**config.mk**
```make
export PLATFORM = sky130hd
export DESIGN_NAME = sprog_host
export DESIGN_NICKNAME = d
export VERILOG_FILES = /design/src/rtl/sprog_host.sv
export SDC_FILE = /design/constraint.sdc
export NUM_CORES = 1
export LEC_CHECK = 0
export ABC_AREA = 1
export CELL_PAD_IN_SITES_DETAIL_PLACEMENT = 2
export CELL_PAD_IN_SITES_GLOBAL_PLACEMENT = 2
export CORE_ASPECT_RATIO = 0.7
export CORE_MARGIN = 2
export CORE_UTILIZATION = 34
export CTS_CLUSTER_DIAMETER = 150
export DETAILED_ROUTE_END_ITERATION = 10
export PLACE_DENSITY_LB_ADDON = 0.1
export SETUP_SLACK_MARGIN = 0.1
export SYNTH_ARGS = -nofsm -noshare
export SYNTH_HDL_FRONTEND = slang
export SYNTH_SLANG_ARGS = --single-unit
```
**constraint.sdc**
```tcl
create_clock -name clk -period 2.18 [get_ports clk]
set_input_delay 0.436 -clock clk [delete_from_list [all_inputs] [get_ports clk]]
set_output_delay 0.436 -clock clk [all_outputs]
set_load 0.02 [all_outputs]
```
**src/rtl/sprog_host.sv**
```systemverilog
module sprog_host #(
  parameter int HALF      = 5,
  parameter int GAP_CD    = 50,
  parameter int GAP_CMD   = 50,
  parameter int GAP_END   = 5000,
  parameter int GAP_ERASE = 300000,
  parameter logic [5:0] END_CODE   = 6'h0A,
  parameter logic [5:0] ERASE_CODE = 6'h09
) (
  input  logic        clk,
  input  logic        rst_n,
  input  logic        start,
  input  logic [5:0]  cmd_code,
  input  logic [1:0]  cmd_kind,
  input  logic [13:0] wr_word,
  output logic [13:0] rd_word,
  output logic        busy,
  output logic        done,
  output logic        pclk,
  output logic        pdat_out,
  output logic        pdat_oe,
  input  logic        pdat_in
);

  localparam int M1   = (GAP_CMD > GAP_END) ? GAP_CMD : GAP_END;
  localparam int M2   = (M1 > GAP_ERASE) ? M1 : GAP_ERASE;
  localparam int GMAX = (M2 > GAP_CD) ? M2 : GAP_CD;
  localparam int GW   = $clog2(GMAX + 1);
  localparam int HW   = $clog2(HALF + 1);
  localparam logic [1:0] K_LOAD = 2'd1;
  localparam logic [1:0] K_READ = 2'd2;

  typedef enum logic [2:0] {S_IDLE, S_CMD, S_GAP1, S_DATA, S_GAP2} st_t;

  st_t         st;
  logic [HW-1:0] hcnt;
  logic [GW-1:0] gcnt;
  logic [3:0]  bidx;
  logic [5:0]  code_q;
  logic [1:0]  kind_q;
  logic [15:0] frame_q, sh;
  logic [13:0] rd_sh, rd_q;
  logic        pclk_q, dat_q, oe_q, done_q;

  wire is_read  = (kind_q == K_READ);
  wire has_data = (kind_q == K_LOAD) || is_read;
  wire last_bit = (st == S_CMD) ? (bidx == 4'd5) : (bidx == 4'd15);
  wire [GW-1:0] post_gap = (code_q == END_CODE)   ? GW'(GAP_END - 1)   :
                           (code_q == ERASE_CODE) ? GW'(GAP_ERASE - 1) :
                                                    GW'(GAP_CMD - 1);

  assign busy     = (st != S_IDLE);
  assign done     = done_q;
  assign pclk     = pclk_q;
  assign pdat_out = dat_q;
  assign pdat_oe  = oe_q;
  assign rd_word  = rd_q;

  always_ff @(posedge clk or negedge rst_n) begin
    if (!rst_n) begin
      st      <= S_IDLE;
      hcnt    <= '0;
      gcnt    <= '0;
      bidx    <= '0;
      code_q  <= '0;
      kind_q  <= '0;
      frame_q <= '0;
      sh      <= '0;
      rd_sh   <= '0;
      rd_q    <= '0;
      pclk_q  <= 1'b0;
      dat_q   <= 1'b0;
      oe_q    <= 1'b1;
      done_q  <= 1'b0;
    end else begin
      done_q <= 1'b0;
      case (st)
        S_IDLE: if (start) begin
          code_q  <= cmd_code;
          kind_q  <= cmd_kind;
          frame_q <= {1'b0, wr_word, 1'b0};
          sh      <= {10'd0, cmd_code};
          dat_q   <= cmd_code[0];
          oe_q    <= 1'b1;
          pclk_q  <= 1'b1;
          hcnt    <= HW'(HALF - 1);
          bidx    <= '0;
          st      <= S_CMD;
        end
        S_CMD, S_DATA: begin
          if (hcnt != '0) begin
            hcnt <= hcnt - 1'b1;
          end else if (pclk_q) begin
            pclk_q <= 1'b0;
            hcnt   <= HW'(HALF - 1);
            if (st == S_DATA && is_read && bidx != 4'd0 && bidx != 4'd15)
              rd_sh <= {pdat_in, rd_sh[13:1]};
          end else if (last_bit) begin
            if (st == S_CMD && has_data) begin
              st   <= S_GAP1;
              gcnt <= GW'(GAP_CD - 1);
              if (is_read) oe_q <= 1'b0;
            end else begin
              st   <= S_GAP2;
              gcnt <= post_gap;
              oe_q <= 1'b1;
            end
          end else begin
            bidx   <= bidx + 1'b1;
            sh     <= sh >> 1;
            dat_q  <= sh[1];
            pclk_q <= 1'b1;
            hcnt   <= HW'(HALF - 1);
          end
        end
        S_GAP1: begin
          if (gcnt == '0) begin
            st     <= S_DATA;
            bidx   <= '0;
            sh     <= frame_q;
            dat_q  <= frame_q[0];
            pclk_q <= 1'b1;
            hcnt   <= HW'(HALF - 1);
          end else begin
            gcnt <= gcnt - 1'b1;
          end
        end
        S_GAP2: begin
          if (gcnt == '0) begin
            st     <= S_IDLE;
            done_q <= 1'b1;
            if (is_read) rd_q <= rd_sh;
          end else begin
            gcnt <= gcnt - 1'b1;
          end
        end
        default: st <= S_IDLE;
      endcase
    end
  end

  assert_pclk_idle_R1: assert property (@(posedge clk) disable iff (!rst_n)
    !busy |-> !pclk);
  assert_cmd_len_R2: assert property (@(posedge clk) disable iff (!rst_n)
    (st == S_CMD) |-> (bidx < 4'd6));
  assert_dat_on_rise_R3: assert property (@(posedge clk) disable iff (!rst_n)
    !$stable(pdat_out) |-> $rose(pclk));
  assert_read_release_R5: assert property (@(posedge clk) disable iff (!rst_n)
    ((st == S_GAP1 || st == S_DATA) && is_read) |-> !pdat_oe);
  assert_done_pulse_R8: assert property (@(posedge clk) disable iff (!rst_n)
    done |=> !done);
  assert_done_idle_R8: assert property (@(posedge clk) disable iff (!rst_n)
    done |-> !busy);

endmodule

```
==> results.json <==
{
  "grt_pass1_vias": 5139,
  "final_total_negative_setup_slack_ns": 0,
  "outcome": "complete, no violations",
  "number_of_slew_limit_violations_in_the_final_report": 0,
  "min-delay-path-class": "primary input to async pin",
  "synthFlopType": "sky130_fd_sc_hd__dfrtp_1",
  "final.period_utilization_pct": 91.2,
  "post-route-cell-area_um2": 5980,
  "placed_cells_incl_taps": 867,
  "cts.reportedPaths.clkPinSlew_ns": 0.07,
  "grt_max_degree": 40,
  "hold_ws_ns": 0.0840,
  "globalRouteOverflowTotal": 0,
  "synthesis.instances": 637,
  "maxCapViolCount": 0,
  "share_of_power_burned_in_registers_pct": 33.3,
  "comb_power_share_pct": 46.9,
  "maxClockFrequency_mhz": 503,
  "design_power_total_w": 0.00830,
  "postSynthRegisterBits": 97,
  "core_area_um2": 14000,
  "finalClockSkew_ns": 0.00726,
  "worst_ep_arrival_time_ns": 1.55,
  "reg2reg_from": "gcnt[9]$_DFFE_PN0P_",
  "power_report.internal_total_w": 0.00457,
  "wire_per_inst_um": 17.7,
  "finalNetCount": 722,
  "synth_cell_types": 33,
  "setup.reg_to_reg.worst_slack_ns": 0.19,
  "dieHeight_um": 104,
  "netlist_area_um2": 4900,
  "drt_iter0_markers": 150,
  "asyncSetResetFlopFracSynth_pct": 100,
  "hold_buffers": 0,
  "synth_seq_area_share_pct": 49.6,
  "final_antenna_diode_count": 0,
  "drc": 0,
  "synthesized_area_per_cell_um2": 7.69,
  "worst_pin_slew_ns": 0.695,
  "gr-usage-all-layers_pct": 21.9,
  "cts_tree": "yes",
  "critical_path.endpoint_type": "output pin",
  "area_delta_synth_final_pct": 22.1,
  "place_congestion": 0.790,
  "h-tree-depth": 3,
  "grt_setup_unrepaired": "true",
  "synth.largest_area_cell": "sky130_fd_sc_hd__dfrtp_1",
  "vias": 4482,
  "report.final.setup_viol": 0,
  "timing.max_slew.rel_slack_pct": 53.6,
  "mostFrequentLayoutCell": "sky130_fd_sc_hd__nand2_1",
  "final_min_period_ns": 1.99,
  "design.die.area_um2": 15400,
  "vdd_drop_max_mv": 0.458,
  "cts_made_buffers": 9,
  "crit_fanout": 5,
  "grt_first_pass_wirelength_mm": 26.7,
  "synth_enable_flop_cells": 0,
  "synthTopCellsByArea": "sky130_fd_sc_hd__dfrtp_1 49%, sky130_fd_sc_hd__nand2_1 17%, sky130_fd_sc_hd__o21ai_0 6.1%",
  "routed_via_density": 5.05,
  "critical_path_required_ns": 1.74,
  "initial_core_util_pct": 35.0,
  "worstSkewPairLatency_ns": 0.36,
  "layout.cells.most_common_list": "224 x sky130_fd_sc_hd__nand2_1, 96 x sky130_fd_sc_hd__dfrtp_1, 62 x sky130_fd_sc_hd__nor2_1, 60 x sky130_fd_sc_hd__o21ai_0, 54 x sky130_fd_sc_hd__inv_1",
  "mappedNetlistNets": 667,
  "detailed_place_hpwl_mm": 11.1,
  "root_buffer": "sky130_fd_sc_hd__clkbuf_16",
  "synth_largest_type_area_fraction_pct": 49.1,
  "final_layout_size_suffix_gt1_share_pct": 8.90,
  "clock-sinks": 97,
  "startpoint_type": "register",
  "timing.critical_path.from": "st[2]$_DFFE_PN0P_",
  "clock_power_share_pct": 19.8,
  "static-leakage-power_nw": 3.08,
  "ctsLongestPathBuffers": 2,
  "finalNonFillerCells": 887,
  "setup.worst_path.class": "register to output pin",
  "final_hold_viol_count": 0,
  "die_w_um": 147,
  "std_cell_rows": 36,
  "placed_area_um2": 5650,
  "yosys_warnings": 0,
  "port-buffer-count": 44,
  "p_sw_share_pct": 45.0,
  "num_ports": 45,
  "netSwitchingPower_w": 0.00373,
  "ant_nets_after_route": 0,
  "drt_first_pass_iters": 4,
  "number_of_antenna_violations_at_the_first_check_in_global_routing": 0,
  "power_per_cell_area_nw_per_um2": 1390,
  "postRouteWirelength_mm": 15.7
}
-- layer usage --
layer	wire length (µm)	part of all wire, %	vias up	GRT usage [%]
li1	-	-	2126	-
met1	7530	48	2279	28.9
met2	7450	48	64	36.8
met3	544	3.5	13	4.96
met4	127	0.81	0	5.22
met5	0	0	-	0
-- flip-flops by register name, indices dropped and copies added, names as in the netlist, 3 cells and up --
| signal | count |
|---|---|
| gcnt | 19 |
| sh | 15 |
| frame_q | 14 |
| rd_sh | 14 |
| rd_word | 14 |
| code_q | 6 |
| bidx | 4 |
| hcnt | 3 |
| st | 3 |
-- through the flow --
step | util, % | setup slack [ns]
global placement | 40.3 | 0.257
global route | 42.7 | 0.0355
CTS | 42.5 | 0.125
detailed placement | 40.3 | 0.132
finish | 42.7 | 0.192
floorplan | - | 0.361
-- cell families (layout without fill, tap and decap cells) --
kind of cell    count (synthesis)  count (layout)  synth area share [%]
simple gates                  351             351                  29.8
xor+xnor                       12              12                  2.15
buf+inv                        81             141                  7.00
compound gates                 92              92                  10.4
fa+ha+maj                       4               4                  1.02
flops                          97              97                  49.6
-- critical path, stage by stage (launching register included) --
cell and delay (ns):
sky130_fd_sc_hd__dfrtp_1 0.45, sky130_fd_sc_hd__nor2_1 0.21, sky130_fd_sc_hd__nand2_1 0.17, sky130_fd_sc_hd__dlygate4sd2_1 0.36
-- power by group through the flow --
stage / logic, W / clock network, W / registers, W
final: 0.00390 / 0.00164 / 0.00276
after global routing: 0.00441 / 0.00176 / 0.00285
after CTS: 0.00387 / 0.00169 / 0.00277
after detailed placement: 0.00380 / 0 / 0.00280
after global placement: 0.00356 / 0 / 0.00276
after floorplan: 0.00244 / 0 / 0.00276
-- Yosys cell counts, types with 2 or more instances --
cell type,instances
sky130_fd_sc_hd__nand4_1,8
sky130_fd_sc_hd__nand2_1,224
sky130_fd_sc_hd__nand2_2,2
sky130_fd_sc_hd__ha_1,4
sky130_fd_sc_hd__inv_1,55
sky130_fd_sc_hd__buf_4,3
sky130_fd_sc_hd__nor2_1,64
sky130_fd_sc_hd__dfrtp_1,96
sky130_fd_sc_hd__a21oi_1,17
sky130_fd_sc_hd__xnor2_1,3
sky130_fd_sc_hd__nor2_4,2
sky130_fd_sc_hd__buf_6,2
sky130_fd_sc_hd__o211ai_1,4
sky130_fd_sc_hd__nor2_2,6
sky130_fd_sc_hd__a22o_1,8
sky130_fd_sc_hd__o21ai_0,60
sky130_fd_sc_hd__xor2_1,9
sky130_fd_sc_hd__clkbuf_2,2
sky130_fd_sc_hd__nand3_1,39
sky130_fd_sc_hd__clkbuf_1,9
sky130_fd_sc_hd__buf_2,8
-- cell type report --
cell class,count,area (µm²)
Multi-Input combinational cell,459,2130
Timing Repair Buffer,69,674
Fill cell,1638,8030
Tap cell,190,238
Clock buffer,9,225
Clock inverter,7,73.8
Inverter,56,210
Sequential cell,97,2430
-- what timing repair did --
action,in CTS,in global routing
pin swaps,0,1
buffers inserted,0,4
resized for setup,1,2
hold endpoints to repair,0,0
setup endpoints to repair,1,38
-- final timing paths --
path,to,cells after the start
max,busy,3
max reg2reg,sh[12]$_DFFE_PN0P_,10
max in group asynchronous,rd_word[5]$_DFFE_PN0P_,2
min,hcnt[1]$_DFFE_PN0P_,1
min in group clk,frame_q[9]$_DFFE_PN0P_,2
min reg2reg,frame_q[9]$_DFFE_PN0P_,2
Note: power is estimated with default switching activity, not from simulation.
